===== config.mk =====
export PLATFORM = sky130hd
export DESIGN_NAME = egress_notify_sched
export DESIGN_NICKNAME = d
export VERILOG_FILES = /design/src/rtl/eqs_pkg.sv /design/src/rtl/eqs_fifo.sv /design/src/rtl/eqs_wrr.sv /design/src/rtl/eqs_fetch.sv /design/src/rtl/egress_notify_sched.sv
export SDC_FILE = /design/constraint.sdc
export NUM_CORES = 1
export LEC_CHECK = 0
export ABC_AREA = 1
export BUFFER_PORTS_ARGS = -buffer_cell sky130_fd_sc_hd__buf_4
export CAP_MARGIN = 20
export CORE_AREA = 4 4 140 142
export CTS_CLUSTER_DIAMETER = 80
export CTS_CLUSTER_SIZE = 30
export DETAILED_ROUTE_END_ITERATION = 16
export DIE_AREA = 0 0 144 146
export PLACE_DENSITY = 0.79
export SYNTH_ARGS = -nofsm -noshare
export SYNTH_HDL_FRONTEND = slang
export SYNTH_HIERARCHICAL = 1
export SYNTH_SLANG_ARGS = --single-unit

===== constraint.sdc =====
create_clock -name clk -period 3.5 [get_ports clk]
set_clock_uncertainty 0.1 [all_clocks]
set_input_delay 0.7 -clock clk [delete_from_list [all_inputs] [get_ports clk]]
set_output_delay 0.7 -clock clk [all_outputs]
set_load 0.01 [all_outputs]

===== src/rtl/eqs_pkg.sv =====
package eqs_pkg;
  localparam int NQ = 4;
  localparam int QW = 2;

  typedef enum logic [1:0] {
    F_IDLE  = 2'd0,
    F_CHECK = 2'd1,
    F_WAIT  = 2'd2,
    F_READ  = 2'd3
  } fetch_st_t;
endpackage


===== src/rtl/eqs_fifo.sv =====
module eqs_fifo #(
  parameter int W     = 7,
  parameter int DEPTH = 4
) (
  input  logic         clk,
  input  logic         rst,
  input  logic         push,
  input  logic [W-1:0] din,
  input  logic         pop,
  output logic [W-1:0] dout,
  output logic         empty,
  output logic         full
);
  localparam int AW = (DEPTH > 1) ? $clog2(DEPTH) : 1;

  logic [W-1:0]  mem [DEPTH];
  logic [AW-1:0] wp, rp;
  logic [AW:0]   cnt;

  assign empty = (cnt == '0);
  assign full  = (cnt == (AW+1)'(DEPTH));
  assign dout  = mem[rp];

  always_ff @(posedge clk) begin
    if (push && !full) mem[wp] <= din;
  end

  always_ff @(posedge clk) begin
    if (rst) begin
      wp  <= '0;
      rp  <= '0;
      cnt <= '0;
    end else begin
      if (push && !full) wp <= (wp == AW'(DEPTH-1)) ? '0 : wp + 1'b1;
      if (pop && !empty) rp <= (rp == AW'(DEPTH-1)) ? '0 : rp + 1'b1;
      case ({push && !full, pop && !empty})
        2'b10:   cnt <= cnt + 1'b1;
        2'b01:   cnt <= cnt - 1'b1;
        default: cnt <= cnt;
      endcase
    end
  end

  // occupancy never exceeds the depth
  a_r4_count_bound: assert property (@(posedge clk) disable iff (rst)
    cnt <= (AW+1)'(DEPTH));
  // the scheduler never pops an empty queue
  a_r4_pop_nonempty: assert property (@(posedge clk) disable iff (rst)
    pop |-> !empty);
endmodule


===== src/rtl/eqs_wrr.sv =====
module eqs_wrr
  import eqs_pkg::*;
#(
  parameter int WGT_W = 3
) (
  input  logic                clk,
  input  logic                rst,
  input  logic [NQ-1:0]       nonempty,
  input  logic [NQ*WGT_W-1:0] weights,
  input  logic                take,
  output logic [QW-1:0]       gnt,
  output logic                gnt_valid
);
  logic [QW-1:0]    cur, nxt, cand;
  logic [WGT_W-1:0] used, w_cur, eff;
  logic             stay, found;

  always_comb begin
    w_cur = weights[cur*WGT_W +: WGT_W];
    eff   = (w_cur == '0) ? WGT_W'(1) : w_cur;
    stay  = nonempty[cur] && (used < eff);
    nxt   = cur;
    found = 1'b0;
    cand  = cur;
    for (int k = 1; k <= NQ; k++) begin
      cand = cur + QW'(k);
      if (!found && nonempty[cand]) begin
        nxt   = cand;
        found = 1'b1;
      end
    end
    gnt       = stay ? cur : nxt;
    gnt_valid = |nonempty;
  end

  always_ff @(posedge clk) begin
    if (rst) begin
      cur  <= '0;
      used <= '0;
    end else if (take) begin
      if (stay) begin
        used <= used + 1'b1;
      end else begin
        cur  <= nxt;
        used <= WGT_W'(1);
      end
    end
  end

  // a grant always names a queue that holds work
  a_r8_grant_nonempty: assert property (@(posedge clk) disable iff (rst)
    gnt_valid |-> nonempty[gnt]);
  // the arbiter is only advanced when work exists
  a_r8_take_valid: assert property (@(posedge clk) disable iff (rst)
    take |-> gnt_valid);
endmodule


===== src/rtl/eqs_fetch.sv =====
module eqs_fetch
  import eqs_pkg::*;
#(
  parameter int ID_W  = 4,
  parameter int LEN_W = 3,
  parameter int GAP_W = 4,
  parameter int CNT_W = 16
) (
  input  logic             clk,
  input  logic             rst,
  input  logic             start,
  input  logic [ID_W-1:0]  start_id,
  input  logic [LEN_W-1:0] start_last,
  output logic             busy,
  input  logic [GAP_W-1:0] gap,
  output logic             pres_req,
  output logic [ID_W-1:0]  pres_id,
  input  logic             pres_ok,
  output logic             rd_req,
  output logic [ID_W-1:0]  rd_id,
  output logic [LEN_W-1:0] rd_cell,
  output logic             done,
  output logic [ID_W-1:0]  done_id,
  output logic [CNT_W-1:0] retry_cnt
);
  fetch_st_t        st;
  logic [ID_W-1:0]  id_q;
  logic [LEN_W-1:0] last_q, cell_q;
  logic [GAP_W-1:0] wait_q;

  assign busy     = (st != F_IDLE);
  assign pres_req = (st == F_CHECK);
  assign pres_id  = id_q;
  assign rd_req   = (st == F_READ);
  assign rd_id    = id_q;
  assign rd_cell  = cell_q;

  always_ff @(posedge clk) begin
    if (rst) begin
      st        <= F_IDLE;
      id_q      <= '0;
      last_q    <= '0;
      cell_q    <= '0;
      wait_q    <= '0;
      done      <= 1'b0;
      done_id   <= '0;
      retry_cnt <= '0;
    end else begin
      done <= 1'b0;
      case (st)
        F_IDLE: if (start) begin
          st     <= F_CHECK;
          id_q   <= start_id;
          last_q <= start_last;
        end
        F_CHECK: if (pres_ok) begin
          st     <= F_READ;
          cell_q <= '0;
        end else begin
          st        <= F_WAIT;
          wait_q    <= gap;
          retry_cnt <= retry_cnt + 1'b1;
        end
        F_WAIT: if (wait_q == '0) st <= F_CHECK;
                else wait_q <= wait_q - 1'b1;
        F_READ: if (cell_q == last_q) begin
          st      <= F_IDLE;
          done    <= 1'b1;
          done_id <= id_q;
        end else begin
          cell_q <= cell_q + 1'b1;
        end
        default: st <= F_IDLE;
      endcase
    end
  end

  // a fetch is launched only into an idle engine
  a_r3_start_idle: assert property (@(posedge clk) disable iff (rst)
    start |-> !busy);
  // the retry counter moves by at most one per cycle
  a_r5_retry_step: assert property (@(posedge clk) disable iff (rst)
    (retry_cnt == $past(retry_cnt)) || (retry_cnt == $past(retry_cnt) + 1'b1));
  // reading begins only after a presence hit
  a_r6_read_after_hit: assert property (@(posedge clk) disable iff (rst)
    $rose(rd_req) |-> $past(pres_req && pres_ok));
  // read-done follows the final cell read of the same handle
  a_r7_done_after_last: assert property (@(posedge clk) disable iff (rst)
    done |-> ($past(rd_req) && $past(rd_cell) == $past(last_q) && done_id == $past(rd_id)));
endmodule


===== src/rtl/egress_notify_sched.sv =====
module egress_notify_sched
  import eqs_pkg::*;
#(
  parameter int NPORTS  = 8,
  parameter int PORT_ID = 2,
  parameter int ID_W    = 4,
  parameter int LEN_W   = 3,
  parameter int WGT_W   = 3,
  parameter int GAP_W   = 4,
  parameter int CNT_W   = 16,
  parameter int QDEPTH  = 4
) (
  input  logic                clk,
  input  logic                rst,
  input  logic                ntf_valid_i,
  input  logic [NPORTS-1:0]   ntf_mask_i,
  input  logic [1:0]          ntf_class_i,
  input  logic [ID_W-1:0]     ntf_id_i,
  input  logic [LEN_W-1:0]    ntf_last_i,
  output logic                fwd_valid_o,
  output logic [NPORTS-1:0]   fwd_mask_o,
  output logic [1:0]          fwd_class_o,
  output logic [ID_W-1:0]     fwd_id_o,
  output logic [LEN_W-1:0]    fwd_last_o,
  input  logic [NQ*WGT_W-1:0] weight_i,
  input  logic [GAP_W-1:0]    retry_gap_i,
  output logic                pres_req_o,
  output logic [ID_W-1:0]     pres_id_o,
  input  logic                pres_ok_i,
  output logic                rd_req_o,
  output logic [ID_W-1:0]     rd_id_o,
  output logic [LEN_W-1:0]    rd_cell_o,
  output logic                rd_done_o,
  output logic [ID_W-1:0]     rd_done_id_o,
  output logic                overflow_o,
  output logic [CNT_W-1:0]    retry_cnt_o
);
  localparam int EW = ID_W + LEN_W;

  logic            hit, busy, bypass, take, any_q, gnt_valid, start;
  logic [QW-1:0]   gnt;
  logic [NQ-1:0]   q_push, q_pop, q_empty, q_full, q_ne;
  logic [EW-1:0]   q_dout [NQ];
  logic [EW-1:0]   in_entry, start_entry;

  // ring stop: one register stage, contents untouched
  always_ff @(posedge clk) begin
    if (rst) begin
      fwd_valid_o <= 1'b0;
      fwd_mask_o  <= '0;
      fwd_class_o <= '0;
      fwd_id_o    <= '0;
      fwd_last_o  <= '0;
    end else begin
      fwd_valid_o <= ntf_valid_i;
      fwd_mask_o  <= ntf_mask_i;
      fwd_class_o <= ntf_class_i;
      fwd_id_o    <= ntf_id_i;
      fwd_last_o  <= ntf_last_i;
    end
  end

  assign hit         = ntf_valid_i && ntf_mask_i[PORT_ID];
  assign in_entry    = {ntf_id_i, ntf_last_i};
  assign q_ne        = ~q_empty;
  assign any_q       = |q_ne;
  assign bypass      = hit && !busy && !any_q;
  assign take        = !busy && gnt_valid;
  assign start       = bypass || take;
  assign start_entry = bypass ? in_entry : q_dout[gnt];

  for (genvar q = 0; q < NQ; q++) begin : g_q
    assign q_push[q] = hit && !bypass && (ntf_class_i == QW'(q));
    assign q_pop[q]  = take && (gnt == QW'(q));
    eqs_fifo #(.W(EW), .DEPTH(QDEPTH)) u_fifo (
      .clk   (clk),
      .rst   (rst),
      .push  (q_push[q]),
      .din   (in_entry),
      .pop   (q_pop[q]),
      .dout  (q_dout[q]),
      .empty (q_empty[q]),
      .full  (q_full[q])
    );
  end

  always_ff @(posedge clk) begin
    if (rst) overflow_o <= 1'b0;
    else     overflow_o <= |(q_push & q_full);
  end

  eqs_wrr #(.WGT_W(WGT_W)) u_wrr (
    .clk       (clk),
    .rst       (rst),
    .nonempty  (q_ne),
    .weights   (weight_i),
    .take      (take),
    .gnt       (gnt),
    .gnt_valid (gnt_valid)
  );

  eqs_fetch #(.ID_W(ID_W), .LEN_W(LEN_W), .GAP_W(GAP_W), .CNT_W(CNT_W)) u_fetch (
    .clk        (clk),
    .rst        (rst),
    .start      (start),
    .start_id   (start_entry[EW-1:LEN_W]),
    .start_last (start_entry[LEN_W-1:0]),
    .busy       (busy),
    .gap        (retry_gap_i),
    .pres_req   (pres_req_o),
    .pres_id    (pres_id_o),
    .pres_ok    (pres_ok_i),
    .rd_req     (rd_req_o),
    .rd_id      (rd_id_o),
    .rd_cell    (rd_cell_o),
    .done       (rd_done_o),
    .done_id    (rd_done_id_o),
    .retry_cnt  (retry_cnt_o)
  );

  // each ring notification is re-driven unchanged one cycle later
  a_r1_fwd_copy: assert property (@(posedge clk) disable iff (rst)
    ntf_valid_i |=> (fwd_valid_o && fwd_id_o == $past(ntf_id_i)
                     && fwd_mask_o == $past(ntf_mask_i)));
  // idle engine with empty queues queries presence next cycle
  a_r3_bypass_query: assert property (@(posedge clk) disable iff (rst)
    (hit && !pres_req_o && !rd_req_o && !busy && !any_q) |=> (pres_req_o && pres_id_o == $past(ntf_id_i)));
  // a notification meeting a full queue raises overflow
  a_r4_no_overflow: assert property (@(posedge clk) disable iff (rst)
    (hit && !bypass && q_full[ntf_class_i]) |=> overflow_o);
endmodule


# Word level (Yosys, flattened, before mapping)
# Memories as Yosys holds them, arrays and structs flattened. A register that Yosys moved wholly into a read port is not among the register bits.
# Cells that the tools add are included.
dict set report classes {
  muxes 62
  n_mul 1
  n_addsub 23
  shifts 1
  order_cmp 6
  eq_ne 37
  bitwise_logic 5
  reduce_logical 65
}
# cell count
set ops {}
lappend ops {{2-bit two-way mux} 24}
lappend ops {{2-bit equality test (second input constant)} 18}
lappend ops {{3-bit case mux with 2 select lines} 5}
lappend ops {{1-bit logical AND} 25}
lappend ops {{7-bit two-way mux} 3}
lappend ops {{2-bit by 1-bit adder with 2-bit output (second input constant)} 9}
lappend ops {{3-bit by 1-bit adder with 3-bit output (second input constant)} 6}
lappend ops {{1-bit two-way mux} 17}
lappend ops {{16-bit by 1-bit adder with 16-bit output (second input constant)} 1}
lappend ops {{3-bit zero test} 5}
lappend ops {{7-bit binary-select mux with 2-bit select} 1}
lappend ops {{2-bit by 1-bit equality test with 1-bit output (second input constant)} 7}
lappend ops {{1-bit zero test} 14}
lappend ops {{2-bit nonzero test} 7}
lappend ops {{3-bit equality test (second input constant)} 4}
lappend ops {{2-bit by 3-bit < comparator with 1-bit output (second input constant)} 4}
lappend ops {{3-bit two-way mux} 4}
lappend ops {{12-bit by 5-bit indexed part select with 3-bit output} 1}
lappend ops {{3-bit by 1-bit subtractor with 3-bit output (second input constant)} 4}
lappend ops {{3-bit AND reduction} 3}
lappend ops {{1-bit binary-select mux with 2-bit select} 4}
lappend ops {{4-bit two-way mux} 2}
lappend ops {{2-bit inequality test (second input constant)} 4}
lappend ops {{2-bit case mux with 4 select lines} 1}
lappend ops {{18 further kinds} 27}
dict set report totals {
  in_bits 37
  register_bits 89
  mem_count 4
  wordCells 232
  ramBits 112
}
# name depth word_bits read_ports rd_ports_with_merged_regs write_ports line_no
set mem_list {}
lappend mem_list {{g_q[0].u_fifo.mem} 4 7 1 1 1 eqs_fifo.sv:16} ;# logic [W-1:0] mem [DEPTH];
lappend mem_list {{g_q[1].u_fifo.mem} 4 7 1 1 1 eqs_fifo.sv:16}
lappend mem_list {{g_q[2].u_fifo.mem} 4 7 1 1 1 eqs_fifo.sv:16}
lappend mem_list {{g_q[3].u_fifo.mem} 4 7 1 1 1 eqs_fifo.sv:16}

# Depth between registers and ports, before layout
dict set report depth {
  word_depth 20
  mapped_depth 27
  mapped_depth_nobuf 27
}

# Hierarchy
# The synthesis kept the hierarchy.
# mod seq_area_each_um2 cells_each area_each_um2 instances
set modules_own_cells {}
lappend modules_own_cells {{eqs_fifo (g_q[0].u_fifo ...)} 1021.0 139 1559.0 3}
lappend modules_own_cells {eqs_fetch 740.7 252 1788.0 1}
lappend modules_own_cells {{eqs_fifo (g_q[3].u_fifo)} 1021.0 138 1557.7 1}
lappend modules_own_cells {egress_notify_sched 380.4 152 989.7 1}
lappend modules_own_cells {eqs_wrr 100.1 118 734.5 1}

# Worst setup path after synthesis
# OpenSTA, ideal clock, no wires.
dict set report synth_timing {
  path_type {input to register}
  startpoint {in weight_i[11]}
  endpoint {reg g_q[1].u_fifo.cnt[2]}
  setup_ps 110
  setup_slack_ps 26
  path_stages 21
  arrival_ps 3264
  cell_sequence {nand3_1 nand2_1 nor2_2 ha_1 a21oi_1 o211a_1 nand3_1 nand2_1 inv_2 nor3_1 nand2_1 inv_1 ha_1 inv_1 fa_1 inv_1 nand2_1 nand3_1 nand2_1 inv_1 nor2_1}
}
dict set report synth_between {
  elab_chain_cells 11
  word_cells_on_any_way 13
  cone_classes {order compare (1); eq/ne (3); shift (1); mux (3); reduce/logical (5)}
}
# element line_no
set synth_lines {}
lappend synth_lines {{from (decl)} egress_notify_sched.sv:25} ;# input logic [NQ*WGT_W-1:0] weight_i,
lappend synth_lines {{12-bit by 5-bit indexed part select with 3-bit output (*)} eqs_wrr.sv:19} ;# w_cur = weights[cur*WGT_W +: WGT_W];
lappend synth_lines {{3-bit zero test} eqs_wrr.sv:20} ;# eff = (w_cur == '0) ? WGT_W'(1) : w_cur;
lappend synth_lines {{3-bit two-way mux (*)} eqs_wrr.sv:20}
lappend synth_lines {{3-bit < comparator (*)} eqs_wrr.sv:21} ;# stay = nonempty[cur] && (used < eff);
lappend synth_lines {{1-bit logical AND (*)} eqs_wrr.sv:21}
lappend synth_lines {{2-bit two-way mux (*)} eqs_wrr.sv:32} ;# gnt = stay ? cur : nxt;
lappend synth_lines {{net gnt[0]} egress_notify_sched.sv:41} ;# logic [QW-1:0] gnt;
lappend synth_lines {{2-bit by 1-bit equality test with 1-bit output (*)} egress_notify_sched.sv:74} ;# assign q_pop[q] = take && (gnt == QW'(q));
lappend synth_lines {{1-bit logical AND (*)} egress_notify_sched.sv:74}
lappend synth_lines {{net q_pop[1]} egress_notify_sched.sv:42} ;# logic [NQ-1:0] q_push, q_pop, q_empty, q_full, q_ne;
lappend synth_lines {{1-bit logical AND (*)} eqs_fifo.sv:36} ;# case ({push && !full, pop && !empty})
lappend synth_lines {{2-bit by 1-bit equality test with 1-bit output or 2-bit equality test (tied branches)} eqs_fifo.sv:36}
lappend synth_lines {{3-bit case mux with 2 select lines or 2-bit nonzero test (tied branches)} n/a}
lappend synth_lines {{to (signal assigned)} eqs_fifo.sv:37} ;# 2'b10: cnt <= cnt + 1'b1;
lappend synth_lines {{to (signal assigned)} eqs_fifo.sv:38} ;# 2'b01: cnt <= cnt - 1'b1;
lappend synth_lines {{to (signal assigned)} eqs_fifo.sv:39} ;# default: cnt <= cnt;
lappend synth_lines {{to (decl)} eqs_fifo.sv:18} ;# logic [AW:0] cnt;
# The timed path passes the listed nets; every way through them passes the cells marked *.
# A chain may end at the register's enable or synchronous reset.

# Worst setup path in the final report
dict set report layout_timing {
  startpoint {reg u_wrr.cur[1]}
  endpoint {reg g_q[2].u_fifo.cnt[2]}
}
dict set report layout_between {
  elab_chain_cells 19
  word_cells_on_any_way 38
  cone_classes {add/sub (3); mul (1); order compare (1); eq/ne (3); shift (1); mux (18); reduce/logical (11)}
}
# element line_no
set layout_lines {}
lappend layout_lines {{from (decl)} eqs_wrr.sv:14} ;# logic [QW-1:0] cur, nxt, cand;
lappend layout_lines {{from (signal assigned)} eqs_wrr.sv:44} ;# cur <= nxt;
lappend layout_lines {{branches (longest 13 deep; another with 2-bit by 2-bit multiplier with 4-bit output)} n/a}
lappend layout_lines {{2-bit two-way mux (*)} eqs_wrr.sv:32}
lappend layout_lines {{net gnt[0]} egress_notify_sched.sv:41}
lappend layout_lines {{2-bit equality test (*)} egress_notify_sched.sv:74}
lappend layout_lines {{1-bit logical AND (*)} egress_notify_sched.sv:74}
lappend layout_lines {{net q_pop[2]} egress_notify_sched.sv:42}
lappend layout_lines {{1-bit logical AND (*)} eqs_fifo.sv:36}
lappend layout_lines {{2-bit by 1-bit equality test with 1-bit output or 2-bit equality test (tied branches)} eqs_fifo.sv:36}
lappend layout_lines {{3-bit case mux with 2 select lines or 2-bit nonzero test (tied branches)} n/a}
lappend layout_lines {{to (signal assigned)} eqs_fifo.sv:37}
lappend layout_lines {{to (signal assigned)} eqs_fifo.sv:38}
lappend layout_lines {{to (signal assigned)} eqs_fifo.sv:39}
lappend layout_lines {{to (decl)} eqs_fifo.sv:18}
# Mark *: on every way through the listed nets, which the timed path passes. The select of a mux whose other input is x is not followed.

==> metrics.csv <==
metric,value,unit
initial_core_util,0.528,
die_w,144,um
critical_path_class,reg2reg,
grt_start_max_net_pins,42,
ys_async_sr_fraction,0,
wl_per_cell,15.1,um
dieArea,21000,um2
cts_hold_buf,0,
p_leak,4.74,nW
drt_iter0_drc,540,
h-tree-depth,1,
route.vias.total,7491,
status,"complete, no violations",
routed_wl,21300,um
fin_nets,1252,
cp_common_cell,nand2_1,
placed_area,10600,um2
startpoint_type,register,
setup_viol,0,
yosys_warnings,6,
whs,0.327,ns
ios,90,
slowest_stage,dfxtp_4,
cp_data_arrival_time,3.50,ns
crit_chain,nor2_2 > nand2_1 > nand2_1 > nor2_2 > ha_1 > a21oi_2 > o211a_4 > nand2_4 > nand2_1 > nand2_1 > nor3_1 > nand2_1 > inv_1 > ha_1 > inv_1 > fa_1 > inv_1 > nand2_1 > nand3_1 > nand2_1 > inv_1 > nor2_1,
worstPathRequired,3.79,ns
port-buffer-count,89,
ant_nets,0,
post-route-period-util,0.919,
drt-pass1-iter-count,5,
dp_hpwl,15300,um
viasPerCell,5.29,
syn_area,9750,um2
grt_pass1_wl,34400,um
cp_top_family,simple AND/OR/NAND/NOR gates,
hold_class,in2reg,
synth.distinct_cells,43,
cts.sinks,209,
die_y,146,um
clk_pin_slew,0.11,ns
power_per_cell_area,638,nW/um2
slew_violations,0,
synth.avg_cell_area,9.05,um2
coreArea,18500,um2
syn_inst,1077,
overflow,0,
hold_viol,0,
drc,0,
endpoint_kind,register,
num_rows,50,
synth_ff_type,edfxtp_1,
num_antenna_cells,0,
max-cap-violations,0,
clk_path_buf_depth,3,
ys_seq_area_frac,0.544,
synth-edff-count,112,
path_buf_inv,4,
area_growth,14.0,%
worstPathMaxFanout,8,
fmax,0.311,GHz
grt_util_all_layers,0.199,
cts_root_buffer,clkbuf_16,
relSlewSlack,0.475,
layout-drive-gt1-share,0.182,
slowest_delay,0.38,ns
numCtsBuffers,12,
worstMarginPinSlew,0.784,ns
stdcell_area,11100,um2
gp_congestion,0.850,
insertion_delay,0.47,ns
synth-seq-cells,209,
grt_antenna_before_repair,0,
grt_pass1_vias,7087,
finalCriticalPeriod,3.22,ns
peakVddDrop,0.640,mV
tritoncts,built,
syn-num-nets,1152,
through the flow:
step	std cells	setup TNS [ns]	setup slack, ns	total power, mW	utilization
3_5_place_dp	1396	-1.18	-0.232	5.37	0.575
4_1_cts	1416	0	0.0577	7.00	0.598
2_1_floorplan	1077	0	0.0264	4.60	-
3_3_place_gp	1396	-0.309	-0.105	5.29	0.575
5_1_grt	1417	-0.0114	-0.0114	7.52	0.602
6_report	1417	0	0.283	7.09	0.602
Yosys cell counts, types with 4 or more instances:
cell type    n  area share
a21oi_1     57       0.029
buf_4        4      0.0031
buf_6       13       0.015
dfxtp_1     97        0.20
edfxtp_1   112        0.35
fa_1         4      0.0082
ha_1        34       0.044
inv_1      141       0.054
inv_2        9      0.0035
nand2_1    179       0.069
nand2_2     23       0.015
nand3_1     36       0.018
nand3b_1     9      0.0069
nand4_1     21       0.013
nor2_1     170       0.065
nor2_2       9      0.0058
nor3_1       7      0.0036
o21ai_0     61       0.031
o21ai_1     17      0.0087
o21ai_2     15       0.013
o22ai_1     28       0.018
cell type report:
cell class / count / area [um2]
repair buffers: 111 / 841
fillers: 1536 / 7340
multi-input cells: 692 / 3670
inverters: 151 / 569
clock buffers: 14 / 329
flip-flops and latches: 209 / 5320
well taps: 234 / 293
clock inverters: 6 / 95.1
logic make-up after synthesis:
kind of cell	synth area share
and+or+nand+nor	0.211
buffers and inverters	0.0841
xor gates and xnor gates	0.00539
DFF	0.544
AOI/OAI and AO/OA	0.103
adders and majority gates	0.0519
layer usage:
layer,global-route usage,vias to the layer above,share of wire
met5,0,-,0
met4,0.0466,0,0.022
met3,0.0273,34,0.048
met2,0.345,193,0.51
met1,0.264,3524,0.42
li1,-,3740,-
layout by cell type, fill, tap and decap left out, types with 3 or more instances in the layout:
master	count
o22ai_1	28
fa_1	4
ha_1	34
edfxtp_1	112
nor2_2	12
a21oi_1	56
o21ai_2	15
nor3_1	5
nor2_1	167
nand4_1	21
xnor2_1	3
inv_2	10
nand2_2	25
o21ai_1	17
nand3_1	34
o21ai_0	61
clkbuf_16	13
buf_4	109
nand2_1	177
xor2_1	3
nand3_2	4
dfxtp_1	93
inv_1	140
nand3b_1	9
power breakdown:
part / switching, mW / internal [mW]
combinational: 1.61 / 0.979
sequential: 0.137 / 2.73
clock: 0.837 / 0.796
total: 2.59 / 4.51
timing repair:
item,CTS,global route
gates resized for setup,0,21
setup endpoints to repair,0,7
buffers inserted,0,1
worst reg2reg max path: stages (launching register included):
cell and delay (ns):
dfxtp_4 0.38, nor2_2 0.12, nand2_1 0.06, nand2_1 0.08
nor2_2 0.05, ha_1 0.30, a21oi_2 0.16, o211a_4 0.21
nand2_4 0.07, nand2_1 0.08, nand2_1 0.08, nor3_1 0.32
nand2_1 0.15, inv_1 0.08, ha_1 0.16, inv_1 0.07
fa_1 0.38, inv_1 0.06, nand2_1 0.06, nand3_1 0.07
nand2_1 0.05, inv_1 0.05, nor2_1 0.03
path summary, 6_finish.rpt:
check / from / endpoint / slack [ns] / cells past startpoint
max: u_wrr/cur[1]$_SDFFE_PP0P_ / g_q[2].u_fifo/cnt[2]$_SDFFE_PP0P_ / 0.28 / 22
min: ntf_mask_i[4] / fwd_mask_o[4]$_SDFF_PP0_ / 0.33 / 3
max reg2reg: u_wrr/cur[1]$_SDFFE_PP0P_ / g_q[2].u_fifo/cnt[2]$_SDFFE_PP0P_ / 0.28 / 22
min reg2reg: u_fetch/done_id[1]$_SDFFE_PP0P_ / u_fetch/done_id[1]$_SDFFE_PP0P_ / 0.38 / 2
sequential cells by signal, indices dropped and copies added, names as in the netlist, 8 cells and up, named ones only:
register and cells:
g_q.u_fifo/mem 112, u_fetch/retry_cnt 16, g_q.u_fifo/cnt 12, fwd_mask_o 8, g_q.u_fifo/rp 8, g_q.u_fifo/wp 8
No activity file was read; power rests on OpenSTA's default activity.
